$ cat config.mk
export PLATFORM = sky130hd
export DESIGN_NAME = dac_serial_ctrl
export DESIGN_NICKNAME = d
export VERILOG_FILES = /design/src/rtl/dac_ser_pkg.sv /design/src/rtl/dac_ser_ctrl.sv /design/src/rtl/dac_ser_dp.sv /design/src/rtl/dac_ser_trig.sv /design/src/rtl/dac_serial_ctrl.sv
export SDC_FILE = /design/constraint.sdc
export NUM_CORES = 1
export LEC_CHECK = 0
export ABC_AREA = 0
export BUFFER_PORTS_ARGS = -buffer_cell sky130_fd_sc_hd__buf_2
export CAP_MARGIN = 20
export CORE_MARGIN = 4
export CORE_UTILIZATION = 30
export DETAILED_ROUTE_END_ITERATION = 10
export SYNTH_ARGS = -nofsm -noshare
export SYNTH_HDL_FRONTEND = slang
export SYNTH_SLANG_ARGS = --single-unit
$ cat constraint.sdc
create_clock -name clk -period 1.9 [get_ports clk]
set_input_delay 0.38 -clock clk [delete_from_list [all_inputs] [get_ports clk]]
set_output_delay 0.38 -clock clk [all_outputs]
set_load 0.01 [all_outputs]
$ cat src/rtl/dac_ser_pkg.sv
package dac_ser_pkg;

  typedef enum logic [1:0] {
    UPD_DIRECT = 2'd0,
    UPD_TIMER  = 2'd1,
    UPD_GATE   = 2'd2,
    UPD_PACER  = 2'd3
  } updMode_t;

  typedef struct packed {
    logic loadShift;
    logic shiftStep;
    logic finish;
  } shStrobes_t;

endpackage

$ cat src/rtl/dac_ser_ctrl.sv
module dac_ser_ctrl
  import dac_ser_pkg::*;
#(
  parameter int WORD_W  = 16,
  parameter int CLK_DIV = 4,
  parameter int BYTES   = WORD_W / 8
) (
  input  logic             clk,
  input  logic             rstN,
  input  logic             wrEn,
  input  logic [BYTES-1:0] wrByteEn,
  output shStrobes_t       strobes,
  output logic             sclk,
  output logic             busy
);
  localparam int DIV_W = $clog2(CLK_DIV);
  localparam int BIT_W = $clog2(WORD_W);
  localparam logic [DIV_W-1:0] LAST_PHASE = DIV_W'(CLK_DIV - 1);
  localparam logic [DIV_W-1:0] HIGH_PHASE = DIV_W'(CLK_DIV / 2);
  localparam logic [BIT_W-1:0] LAST_BIT   = BIT_W'(WORD_W - 1);

  logic             pending;
  logic [DIV_W-1:0] divCnt;
  logic [BIT_W-1:0] bitCnt;
  logic             wrHigh, startShift, lastPhase, endWord;

  // the top byte lane completes a word
  assign wrHigh     = wrEn & wrByteEn[BYTES-1];
  assign startShift = pending & ~busy;
  assign lastPhase  = (divCnt == LAST_PHASE);
  assign endWord    = busy & lastPhase & (bitCnt == LAST_BIT);

  assign strobes.loadShift = startShift;
  assign strobes.shiftStep = busy & lastPhase & ~endWord;
  assign strobes.finish    = endWord;

  assign sclk = busy & (divCnt >= HIGH_PHASE);

  always_ff @(posedge clk) begin
    if (!rstN) begin
      pending <= 1'b0;
      busy    <= 1'b0;
      divCnt  <= '0;
      bitCnt  <= '0;
    end else begin
      pending <= wrHigh | (pending & ~startShift);
      if (startShift) begin
        busy   <= 1'b1;
        divCnt <= '0;
        bitCnt <= '0;
      end else if (busy) begin
        divCnt <= lastPhase ? '0 : divCnt + 1'b1;
        if (lastPhase) bitCnt <= bitCnt + 1'b1;
        if (endWord)   busy   <= 1'b0;
      end
    end
  end

endmodule

$ cat src/rtl/dac_ser_dp.sv
module dac_ser_dp
  import dac_ser_pkg::*;
#(
  parameter int WORD_W = 16,
  parameter int BYTES  = WORD_W / 8,
  parameter int NUM_CH = 2,
  parameter int CH_W   = 4
) (
  input  logic              clk,
  input  logic              rstN,
  input  logic              wrEn,
  input  logic [BYTES-1:0]  wrByteEn,
  input  logic [WORD_W-1:0] wrData,
  input  shStrobes_t        strobes,
  output logic              sdata,
  output logic [NUM_CH-1:0] loadStrobe
);
  logic [WORD_W-1:0] bufReg, bufNext, shReg;
  logic [CH_W-1:0]   holdChan;
  logic [NUM_CH-1:0] chanHit;

  always_comb begin
    bufNext = bufReg;
    for (int g = 0; g < BYTES; g++) begin
      if (wrEn && wrByteEn[g]) bufNext[8*g +: 8] = wrData[8*g +: 8];
    end
  end

  for (genvar c = 0; c < NUM_CH; c++) begin : g_chan
    assign chanHit[c] = (holdChan == CH_W'(c));
  end

  assign sdata = shReg[WORD_W-1];

  always_ff @(posedge clk) begin
    if (!rstN) begin
      bufReg     <= '0;
      shReg      <= '0;
      holdChan   <= '0;
      loadStrobe <= '0;
    end else begin
      bufReg <= bufNext;
      if (strobes.loadShift) begin
        shReg    <= bufReg;
        holdChan <= bufReg[WORD_W-1 -: CH_W];
      end else if (strobes.shiftStep) begin
        shReg <= shReg << 1;
      end else if (strobes.finish) begin
        shReg <= '0;
      end
      loadStrobe <= strobes.finish ? chanHit : '0;
    end
  end

endmodule

$ cat src/rtl/dac_ser_trig.sv
module dac_ser_trig
  import dac_ser_pkg::*;
#(
  parameter int SYNC_STAGES = 2
) (
  input  logic       clk,
  input  logic       rstN,
  input  logic [1:0] modeSel,
  input  logic       timerOvf,
  input  logic       gateIn,
  input  logic       pacerTick,
  input  logic       loadDone,
  output logic       updateStrobe
);
  logic [SYNC_STAGES:0] gateSync;
  logic                 gateRise, fire;
  updMode_t             mode;

  assign mode     = updMode_t'(modeSel);
  assign gateRise = gateSync[SYNC_STAGES-1] & ~gateSync[SYNC_STAGES];

  always_comb begin
    unique case (mode)
      UPD_DIRECT: fire = loadDone;
      UPD_TIMER:  fire = timerOvf;
      UPD_GATE:   fire = gateRise;
      UPD_PACER:  fire = pacerTick;
      default:    fire = 1'b0;
    endcase
  end

  always_ff @(posedge clk) begin
    if (!rstN) begin
      gateSync     <= '0;
      updateStrobe <= 1'b0;
    end else begin
      gateSync     <= {gateSync[SYNC_STAGES-1:0], gateIn};
      updateStrobe <= fire;
    end
  end

endmodule

$ cat src/rtl/dac_serial_ctrl.sv
module dac_serial_ctrl
  import dac_ser_pkg::*;
#(
  parameter int WORD_W      = 16,
  parameter int NUM_CH      = 2,
  parameter int CLK_DIV     = 4,
  parameter int SYNC_STAGES = 2
) (
  input  logic                clk,
  input  logic                rstN,
  input  logic                wrEn,
  input  logic [WORD_W/8-1:0] wrByteEn,
  input  logic [WORD_W-1:0]   wrData,
  input  logic [1:0]          modeSel,
  input  logic                timerOvf,
  input  logic                gateIn,
  input  logic                pacerTick,
  output logic                sclk,
  output logic                sdata,
  output logic [NUM_CH-1:0]   loadStrobe,
  output logic                updateStrobe,
  output logic                busy
);
  localparam int BYTES = WORD_W / 8;
  localparam int CH_W  = 4;

  shStrobes_t strobes;

  dac_ser_ctrl #(.WORD_W(WORD_W), .CLK_DIV(CLK_DIV), .BYTES(BYTES)) i_ctrl (
    .clk(clk), .rstN(rstN), .wrEn(wrEn), .wrByteEn(wrByteEn),
    .strobes(strobes), .sclk(sclk), .busy(busy)
  );

  dac_ser_dp #(.WORD_W(WORD_W), .BYTES(BYTES), .NUM_CH(NUM_CH), .CH_W(CH_W)) i_dp (
    .clk(clk), .rstN(rstN), .wrEn(wrEn), .wrByteEn(wrByteEn), .wrData(wrData),
    .strobes(strobes), .sdata(sdata), .loadStrobe(loadStrobe)
  );

  dac_ser_trig #(.SYNC_STAGES(SYNC_STAGES)) i_trig (
    .clk(clk), .rstN(rstN), .modeSel(modeSel), .timerOvf(timerOvf),
    .gateIn(gateIn), .pacerTick(pacerTick), .loadDone(|loadStrobe),
    .updateStrobe(updateStrobe)
  );

endmodule

======== Yosys cells after proc, flatten, opt, wreduce, memory -nomap -nowiden ========
Cells that the tools add are included.
word-level totals
  register bits after elaboration ......... 50
  input bits .............................. 26
  output and inout bits ................... 6
  word-level logic and storage cells ...... 51
operators by class
  add/subtract/negate cells ............... 2
  order comparisons ....................... 1
  eq/ne operators ......................... 6
  multiplexer cells ....................... 8
  bitwise operators ....................... 14
  reduce and logical (&&, ||, !) cells .... 9
operators by type and width
  cell                 count
  $mux 16              3
  $and 1x1->1          8
  $eq 2x2->1 const B   3
  $not 1->1            5
  $add 4x1->4 const B  1
  $eq 4x1->1 const B   1
  $eq 4x4->1 const B   1
  $logic_not 4->1      1
  $pmux 1 s4           1
  $reduce_and 2->1     2
  $reduce_or 2->1      2
  $mux 1               3
  $reduce_bool 3->1    1
  $add 2x1->2 const B  1
  $eq 2x1->1 const B   1
  $ge 2x2->1 const B   1
  $logic_and 1x1->1    2
  $logic_not 2->1      1
  $mux 2               1
  $or 1x1->1           1

======== Longest topological paths before layout ========
Gate-level depths: netlist (run 1).
  depth in word-level cells ............... 7
  mapped depth ............................ 7

======== Hierarchy ========
Synthesis (run 1) repeated with hierarchy kept, for this count alone.
second synthesis, totals
  cell total of the unflattened synthesis .. 256
  area, all modules ....................... 2190.9 um^2
by module, submodules not included
  module           times used  cells an instance  area an instance (um^2)  sequential area each (um^2)
  dac_ser_dp       1           195                1589.0                   760.7
  dac_ser_ctrl     1           49                 456.7                    160.2
  dac_ser_trig     1           11                 138.9                    80.1
  dac_serial_ctrl  1           1                  6.3                      0.0

======== Least setup slack after synthesis (run 1) ========
Ideal clock, no wire load.
  path type ............................... register -> register
  start point ............................. reg i_ctrl.divCnt[0]
  end point ............................... reg i_dp.shReg[10]
  arrival ................................. 1420 ps
  slack ................................... 359 ps
  cell stages (with the launch flop) ...... 8
  clock period less this slack ............ 1541 ps
  cell sequence ........................... dfxtp_1 > ha_1 > buf_2 > nand2_1 > and3_4 > buf_6 > buf_6 > a221o_1
between the ends
  longest elaborated chain between the ends .. 7
  elaborated cells on any way between the ends .. 8
  those cells by class .................... eq/ne (1); mux (2); bitwise (4); reduce/logical (1)
RTL lines
  what                    RTL line                                RTL
  from (decl)             dac_ser_ctrl.sv:23                      logic [DIV_W-1:0] divCnt;
  from (signal assigned)  dac_ser_ctrl.sv:52                      divCnt <= lastPhase ? '0 : divCnt + 1'b1;
  $eq 2x2->1 (*)          dac_ser_ctrl.sv:30                      assign lastPhase = (divCnt == LAST_PHASE);
  $and 1x1->1 (*)         dac_ser_ctrl.sv:31, dac_ser_ctrl.sv:34
  $and 1x1->1             dac_ser_ctrl.sv:31                      assign endWord = busy & lastPhase & (bitCnt == LAST_BIT);
  $not 1->1               dac_ser_ctrl.sv:34                      assign strobes.shiftStep = busy & lastPhase & ~endWord;
  $and 1x1->1             dac_ser_ctrl.sv:34
  $mux 16                 dac_ser_dp.sv:46                        end else if (strobes.shiftStep) begin
  $mux 16                 dac_ser_dp.sv:43                        if (strobes.loadShift) begin
  to (signal assigned)    dac_ser_dp.sv:44                        shReg <= bufReg;
  to (signal assigned)    dac_ser_dp.sv:47                        shReg <= shReg << 1;
  to (decl)               dac_ser_dp.sv:18                        logic [WORD_W-1:0] bufReg, bufNext, shReg;
Mark *: on every way between the ends. The rest lies on a longest branch, timed or not.
A chain may end at the register's enable or synchronous reset.

======== Worst setup path after layout (run 1) ========
  start point ............................. reg i_ctrl.busy
  end point ............................... out sclk
between the ends
  longest elaborated chain between the ends .. 1
RTL lines
  what                    RTL line               RTL
  from (decl)             dac_ser_ctrl.sv:14     output logic busy
  from (signal assigned)  dac_ser_ctrl.sv:42     busy <= 1'b0;
  from (signal assigned)  dac_ser_ctrl.sv:48     busy <= 1'b1;
  from (signal assigned)  dac_ser_ctrl.sv:54     if (endWord) busy <= 1'b0;
  $and 1x1->1             dac_ser_ctrl.sv:37     assign sclk = busy & (divCnt >= HIGH_PHASE);
  to (decl)               dac_serial_ctrl.sv:18  output logic sclk,
No other way between the ends.

==> results.md, run 1 <==
* Outcome: finished clean
* Core area at 6760 sq um
* Syn Nets at 242
* Wirelength per Cell at ~13 um
* Final setup viols at 0
* Worst Setup SP: i_ctrl.busy
* Worst hold path class: in2reg
* Die area at between 8000 and 9000 sq um
* Slew margin rel. at 71.4%
* Warnings, synthesis at 0
* I/O Buffers at 31
* Setup Skew at slightly above 0.003 ns
* Initial Util at between 30% and 40%
* Initial antenna violation count at 0
* VDD IR max at ~0.4 mV
* Total global routing overflow at 0
* Met3 WL at 152 um
* Worst EP arrival at roughly 1.4 ns
* Share of async-settable or async-resettable flops after synthesis at 0%
* IO Pins at 32
* Die Width at approximately 91 um
* Via Count at 1585
* Final period util at just over 90%
* WL met1 at approximately 2.0 mm
* # Post-CTS Setup Buffers at 0
* Layout net count at 268
* #FFs+latches synth at 50
* Actual slew at the worst max-slew pin at around 0.43 ns
* Gpl congestion at 0.721
* Die height at ~91 um
* H-tree levels at 2
* Max Cap Viol at 0
* Tot GR Track Use at approximately 10%
* R2R Path Start: i_ctrl.busy
* Synth Instances at 213
* # clock sinks at 50
* Syn_area_per_cell at approximately 9.8 sq um
* Primary FF master, synth: dfxtp_1
* Leak pwr at between 0.9 and 1 nW
* Library cells used by synthesis at 35
* Cell Count, Final, Fillers Out at 320
* Setup crit start kind: flop
* Ant diodes at 0
* Vias/cell at around 5
* Register-to-Register Setup Slack at about 0.34 ns
* Crit path required time at around 1.5 ns
* Insertion delay to the later sink of the worst-skew pair at 0.30 ns
* Antenna-violating nets left at 0
* RSZ-0062 raised after global routing: false
* CTS Root Cell: clkbuf_8
* DP Area at around 2300 sq um
* Synth-to-Final Area Change at 14.5%
* Fin area at between 2000 and 2500 sq um
* Hold Vio Cnt, Final at 0
* CTS Hold Bufs at 0
* Met2 WL post-DR at around 1.9 mm
* CTS tree: done
* Total CTS buffers at 5
* Number of synthesized flops with an enable pin at 0
* First-pass GRT wire length at 6.94 mm
* Share of cells above drive strength 1 at between 10% and 20%
* Worst hold start: gateIn
* Fmax achieved at approximately 560 MHz
* Mapped cell area at around 2100 sq um
* Min Clock Period, post-route at about 1.8 ns
* Longest Clk Path Bufs at 2
* Iteration-0 DRC Markers at 61
* WS Path Type: reg2out
* DP Cell Count at approximately 310
* Row cnt at 30
* DRT Pass-1 Iters at 4
* Top sig layer: met4
* Final WL at about 4.1 mm
* Final Max Tran Viols at 0
* Post-CTS sizing at 0
* DP Wirelength at roughly 2.8 mm
* CP endpoint kind: output port
* Residual DRC count at 0
* TNS Setup at 0 ns
* Reg clk slew, reported paths at ~0.090 ns
* Vias in the first global route at ~1500
* Largest net degree at the start of global routing at 24
* Crit Path Max Fanout at 15
* Register area share after synthesis at approximately half
* Pwr dens at a little over 800 nW/um^2
## power breakdown
group | internal (mW) | switching [mW] | leakage [nW]
registers | 1.07 | 0.0209 | 0.406
logic | 0.0622 | 0.0646 | 0.507
clock network | 0.394 | 0.347 | 0.0524
## cell usage after synthesis (2+ instances only)
cell type	instances	share of area, %
dfxtp_1	50	48
nand2_1	22	4.0
nand3_1	19	4.6
a21boi_0	18	6.5
and2_1	17	5.1
a221o_1	14	6.7
clkbuf_1	10	1.8
nor2b_1	9	2.7
mux2i_1	6	2.9
nor3b_1	6	2.2
nand3b_1	4	1.4
a21oi_1	3	0.72
buf_6	3	1.6
ha_1	3	1.8
nor2_1	3	0.54
and3_1	2	0.60
buf_2	2	0.48
buf_4	2	0.72
nand4_1	2	0.60
o21a_1	2	0.72
o21ai_0	2	0.48
## cell type report
class,count,area (sq um)
clock inverter,1,30.0
clock buffer,7,76.3
inverter,1,3.75
tap,80,100
timing repair buffer,36,193
fill,712,4370
sequential,50,1000
multi-input combinational,145,982
## state kept, by name (all words and copies together) (netlist names)
| name | count |
|---|---|
| i_ctrl.bitCnt | 4 |
| i_ctrl.busy | 1 |
| i_ctrl.divCnt | 2 |
| i_ctrl.pending | 1 |
| i_dp.bufReg | 16 |
| i_dp.holdChan | 4 |
| i_dp.loadStrobe | 2 |
| i_dp.shReg | 16 |
| i_trig.gateSync | 3 |
| i_trig.updateStrobe | 1 |
## worst max-delay path, cell delays in order (launching register included)
cell and delay [ns]:
dfxtp_1 0.59, buf_4 0.25, o21a_1 0.14, buf_2 0.12
## cell usage in the layout, fill, tap and decap left out, drive strengths merged, types with 4 or more instances in the layout
cell    instances
nand3b          4
buf            36
nand2          22
nand3          19
a21boi         18
nor2b           9
nor3b           6
clkbuf          7
and2           17
dfxtp          50
a221o          14
mux2i           6
## final timing paths
path / end / cells after the start
setup reg to reg: i_dp.shReg[11] / 3
hold / removal: i_trig.gateSync[0] / 2
hold reg to reg: i_trig.gateSync[1] / 1
setup / recovery: sclk / 3
## layer usage
layer	vias to the layer above	GRT usage (%)
met2	23	16.0
met5	-	0
met4	0	4.15
met3	5	2.90
met1	752	13.0
li1	805	-
## logic make-up after synthesis
logic type                 synth area share, %
AOI/OAI and AO/OA                         17.4
xor gates and xnor gates                 0.420
adders and majority gates                 1.80
buffers and inverters                     4.80
DFF                                       48.0
muxes                                     3.42
and+or+nand+nor                           24.1
## metrics by stage
stage / power, mW / hold slack [ns] / worst slack, ns / util [%]
after floorplan: 1.21 / 0.412 / 0.359 / -
after global placement: 1.25 / 0.416 / 0.356 / 33.7
after detailed placement: 1.25 / 0.424 / 0.353 / 33.7
after CTS: 2.00 / 0.276 / 0.106 / 35.3
after global routing: 2.05 / 0.274 / 0.0138 / 35.3
final: 1.96 / 0.282 / 0.124 / 35.3
Note: power is estimated with default switching activity, not from simulation.
==> inputs of run 2 (changes only) <==
SYNTH_HIERARCHICAL = 1   (was unset)
clock period = 2.2 ns   (was 1.9 ns; I/O delays follow)
==> run 2 against run 1 <==
Worst hold slack better by 0.058 ns; synthesized area is 5.2% higher; sequential share of layout area is 1.9 points lower; critical path type is now reg2reg; critical endpoint is now i_dp/shReg[6]; highest routed layer unchanged.
==> results.md, run 2 <==
* Worst hold path class: in2reg (unchanged)
* Synth-to-Final Area Change at 14.2% (was 14.5%)
* WS Path Type: reg2reg (was reg2out)
* Footprint of the multi-input gates at 1070 sq um (was 982 sq um)
* Insertion delay to the later sink of the worst-skew pair at 0.30 ns (about the same)
* Core area at 6940 sq um (was 6760 sq um)
* Final setup viols at 0 (unchanged)
* Compound-cell area share of the yosys netlist at 17.4% (about the same)
* Worst Setup EP: i_dp/shReg[6] (was sclk)
* Outcome: finished clean (unchanged)
* Antenna-violating nets left at 0 (unchanged)
* Post-CTS sizing at 0 (unchanged)
* R2R Path Start: i_ctrl/divCnt[1] (was i_ctrl.busy)
* First-pass GRT wire length at 7.47 mm (was 6.94 mm)
* Via Count at 1749 (was 1585)
* Final WL at 4.33 mm (was 4.07 mm)
* Syn Nets at 285 (was 242)
* Worst EP arrival at 2.01 ns (was 1.40 ns)
* Fmax achieved at around 560 MHz
* Synth Instances at 256 (was 213)
* RSZ-0062 raised after global routing: false (unchanged)
* # clock sinks at 50 (unchanged)
* Setup crit start kind: flop (unchanged)
* Slew margin rel. at 68.8% (was 71.4%)
* Post-synthesis mux area share at 0.971% (was 3.42%)
* CTS tree: done (unchanged)
* Share of cells above drive strength 1 at 17.4% (was 18.8%)
* CP endpoint kind: flop (was output port)
* Reg clk slew, reported paths at 0.09 ns (about the same)
* Final Max Tran Viols at 0 (unchanged)
* # Post-CTS Setup Buffers at 0 (unchanged)
* Crit path required time at 2.43 ns (was 1.52 ns)
* Commonest cells post-synth: 50 x dfxtp_1, 28 x nand2_1, 22 x nand3_1 (was 50 x dfxtp_1, 22 x nand2_1, 19 x nand3_1)
* Share of the synthesized area in the top cell type at 45.7% (was 48.0%)
* Reg2reg end: i_dp/shReg[6] (was i_dp.shReg[11])
* Leak pwr at 0.963 nW (was 0.965 nW)
* DP Wirelength at 3.08 mm (was 2.85 mm)
* Setup Skew at 0.0107 ns (was 0.00303 ns)
* Main combinational cell family by area after synthesis: simple AND/OR/NAND/NOR gates (unchanged)
* FF+latch area at 1000 sq um (unchanged)
* Die height at 93.5 um (was 91.3 um)
* Cell accounting for the most synthesized area: dfxtp_1 (unchanged)
* Ant diodes at 0 (unchanged)
* Warnings, synthesis at 6 (was 0)
* Pwr dens at 661 nW/um^2 (was 823 nW/um^2)
* Row cnt at 30 (unchanged)
* Register area share after synthesis at 45.7% (was 48.0%)
* Top post-synthesis cells by area: dfxtp_1 46%, a21boi_0 6.9%, nand3_1 5.0% (was dfxtp_1 48%, a221o_1 6.7%, a21boi_0 6.5%)
* Library cells used by synthesis at 40 (was 35)
* DRT Pass-1 Iters at 4 (unchanged)
* Worst Setup SP: i_ctrl/divCnt[1] (was i_ctrl.busy)
* Die area at 8730 sq um (was 8340 sq um)
* Initial antenna violation count at 0 (unchanged)
* Mapped cell area at 2190 sq um (was 2080 sq um)
* Primary FF master, synth: dfxtp_1 (unchanged)
* VDD IR max at 0.300 mV (was 0.392 mV)
* Hold Vio Cnt, Final at 0 (unchanged)
* Crit Path Max Fanout at 12 (was 15)
* Total global routing overflow at 0 (unchanged)
* Gpl congestion at 0.735 (was 0.721)
* Pwr Total at 1.65 mW (was 1.96 mW)
* Min Clock Period, post-route at 1.78 ns
* I/O Buffers at 31 (unchanged)
* Max Cap Viol at 0 (unchanged)
* Wirelength per Cell at 11.4 um (was 12.7 um)
* DP Cell Count at 370 (was 312)
* Adder-cell share of the synthesized area at 1.71% (was 1.80%)
* Total CTS buffers at 5 (unchanged)
* TNS Setup at 0 ns (unchanged)
* Residual DRC count at 0 (unchanged)
* Met3 Use GR at 2.33% (was 2.90%)
* Vias in the first global route at 1670 (was 1457)
* Vias/cell at 4.63 (was 4.95)
* Post-synthesis simple-gate area fraction at 28.3% (was 24.1%)
* Largest regs: i_dp/bufReg x16, i_dp/shReg x16 (was i_dp.bufReg x16, i_dp.shReg x16)
* Most frequent cells in the layout: 50 x dfxtp_1, 31 x buf_2, 28 x nand2_1, 22 x nand3_1, 20 x a21boi_0 (was 50 x dfxtp_1, 31 x buf_2, 22 x nand2_1, 19 x nand3_1, 18 x a21boi_0)
* Syn_area_per_cell at 8.56 sq um (was 9.78 sq um)
* H-tree levels at 2 (unchanged)
* Iteration-0 DRC Markers at 75 (was 61)
* M1 GR Usage at 13.0% (about the same)
* CTS Hold Bufs at 0 (unchanged)
* GRT busiest layer: met2 (unchanged)
* Initial Util at 31.5% (was 30.8%)
* CTS Root Cell: clkbuf_8 (unchanged)
* Actual slew at the worst max-slew pin at 0.468 ns (was 0.428 ns)
* #FFs+latches synth at 50 (unchanged)
* Layout net count at 310 (was 268)
* IO Pins at 32 (unchanged)
* Cell Count, Final, Fillers Out at 378 (was 320)
* Synth Area in XOR/XNOR at 0.400% (was 0.420%)
* R2R cell count at 6 (was 3)
* Longest Clk Path Bufs at 2 (unchanged)
* Share of async-settable or async-resettable flops after synthesis at 0% (unchanged)
* Fill count at 744 (was 712)
* Commonest non-fill, non-tap cell in the layout: dfxtp_1 (unchanged)
* Number of synthesized flops with an enable pin at 0 (unchanged)
* Largest net degree at the start of global routing at 25 (was 24)
* GR Util met2 at 17.6% (was 16.0%)
* Tot GR Track Use at 10.5% (was 10.1%)
* Die Width at 93.5 um (was 91.3 um)
* Final period util at about four fifths
* Count leader, synth: dfxtp_1 (unchanged)
* Register-to-Register Setup Slack at 0.42 ns (was 0.34 ns)
run 2: final cells by class:
class / instances / area share (%)
Tap cell: 96 / 4.80
Clock buffer: 6 / 3.30
Timing Repair Buffer: 37 / 8.00
Inverter: 4 / 0.600
Clock inverter: 2 / 0.500
Multi-Input combinational cell: 183 / 42.8
Sequential cell: 50 / 40.0
run 2: how the worst min path moves through the flow:
stage	start	endpoint	slack, ns	depth (start not counted)
after floorplan	i_dp/holdChan[0]	i_dp/loadStrobe[0]	0.39	1
after global placement	i_dp/holdChan[0]	i_dp/loadStrobe[0]	0.40	1
after detailed placement	i_dp/holdChan[0]	i_dp/loadStrobe[0]	0.40	1
after CTS	gateIn	i_trig/gateSync[0]	0.34	2
after global routing	gateIn	i_trig/gateSync[0]	0.36	2
final	gateIn	i_trig/gateSync[0]	0.34	2
run 2: critical path: stages (launching register included):
cell      delay, ns
dfxtp_1        0.38
ha_1           0.29
nand2_1        0.11
nor2b_1        0.17
nand2b_1       0.42
a21oi_1        0.13
nor3_1         0.20
run 2: cells by family after synthesis:
logic type / after synthesis
AOI/OAI and AO/OA: 59
and+or+nand+nor: 118
adders and majority gates: 3
DFF: 50
xor gates and xnor gates: 1
muxes: 2
buffers and inverters: 23
run 2: per-layer routing:
layer / share of wire (%) / wire (um)
met1: 49 / 2110
met2: 46 / 2010
met3: 3.3 / 144
met4: 1.5 / 67
met5: 0 / 0
run 2: power breakdown:
part / switching, mW / internal [mW] / total, mW
Clock: 0.299 / 0.253 / 0.552
Sequential: 0.0181 / 0.941 / 0.959
Combinational: 0.0777 / 0.0646 / 0.142
Total: 0.395 / 1.26 / 1.65
run 2: stage by stage:
| stage | hold slack [ns] | cell area (sq um) | utilization [%] | setup slack [ns] |
|---|---|---|---|---|
| after floorplan | 0.391 | 2190 | - | 0.444 |
| after global placement | 0.397 | 2410 | 34.6 | 0.485 |
| after detailed placement | 0.399 | 2410 | 34.6 | 0.434 |
| after CTS | 0.336 | 2500 | 36.0 | 0.414 |
| after global routing | 0.356 | 2500 | 36.0 | 0.198 |
| final | 0.340 | 2500 | 36.0 | 0.424 |
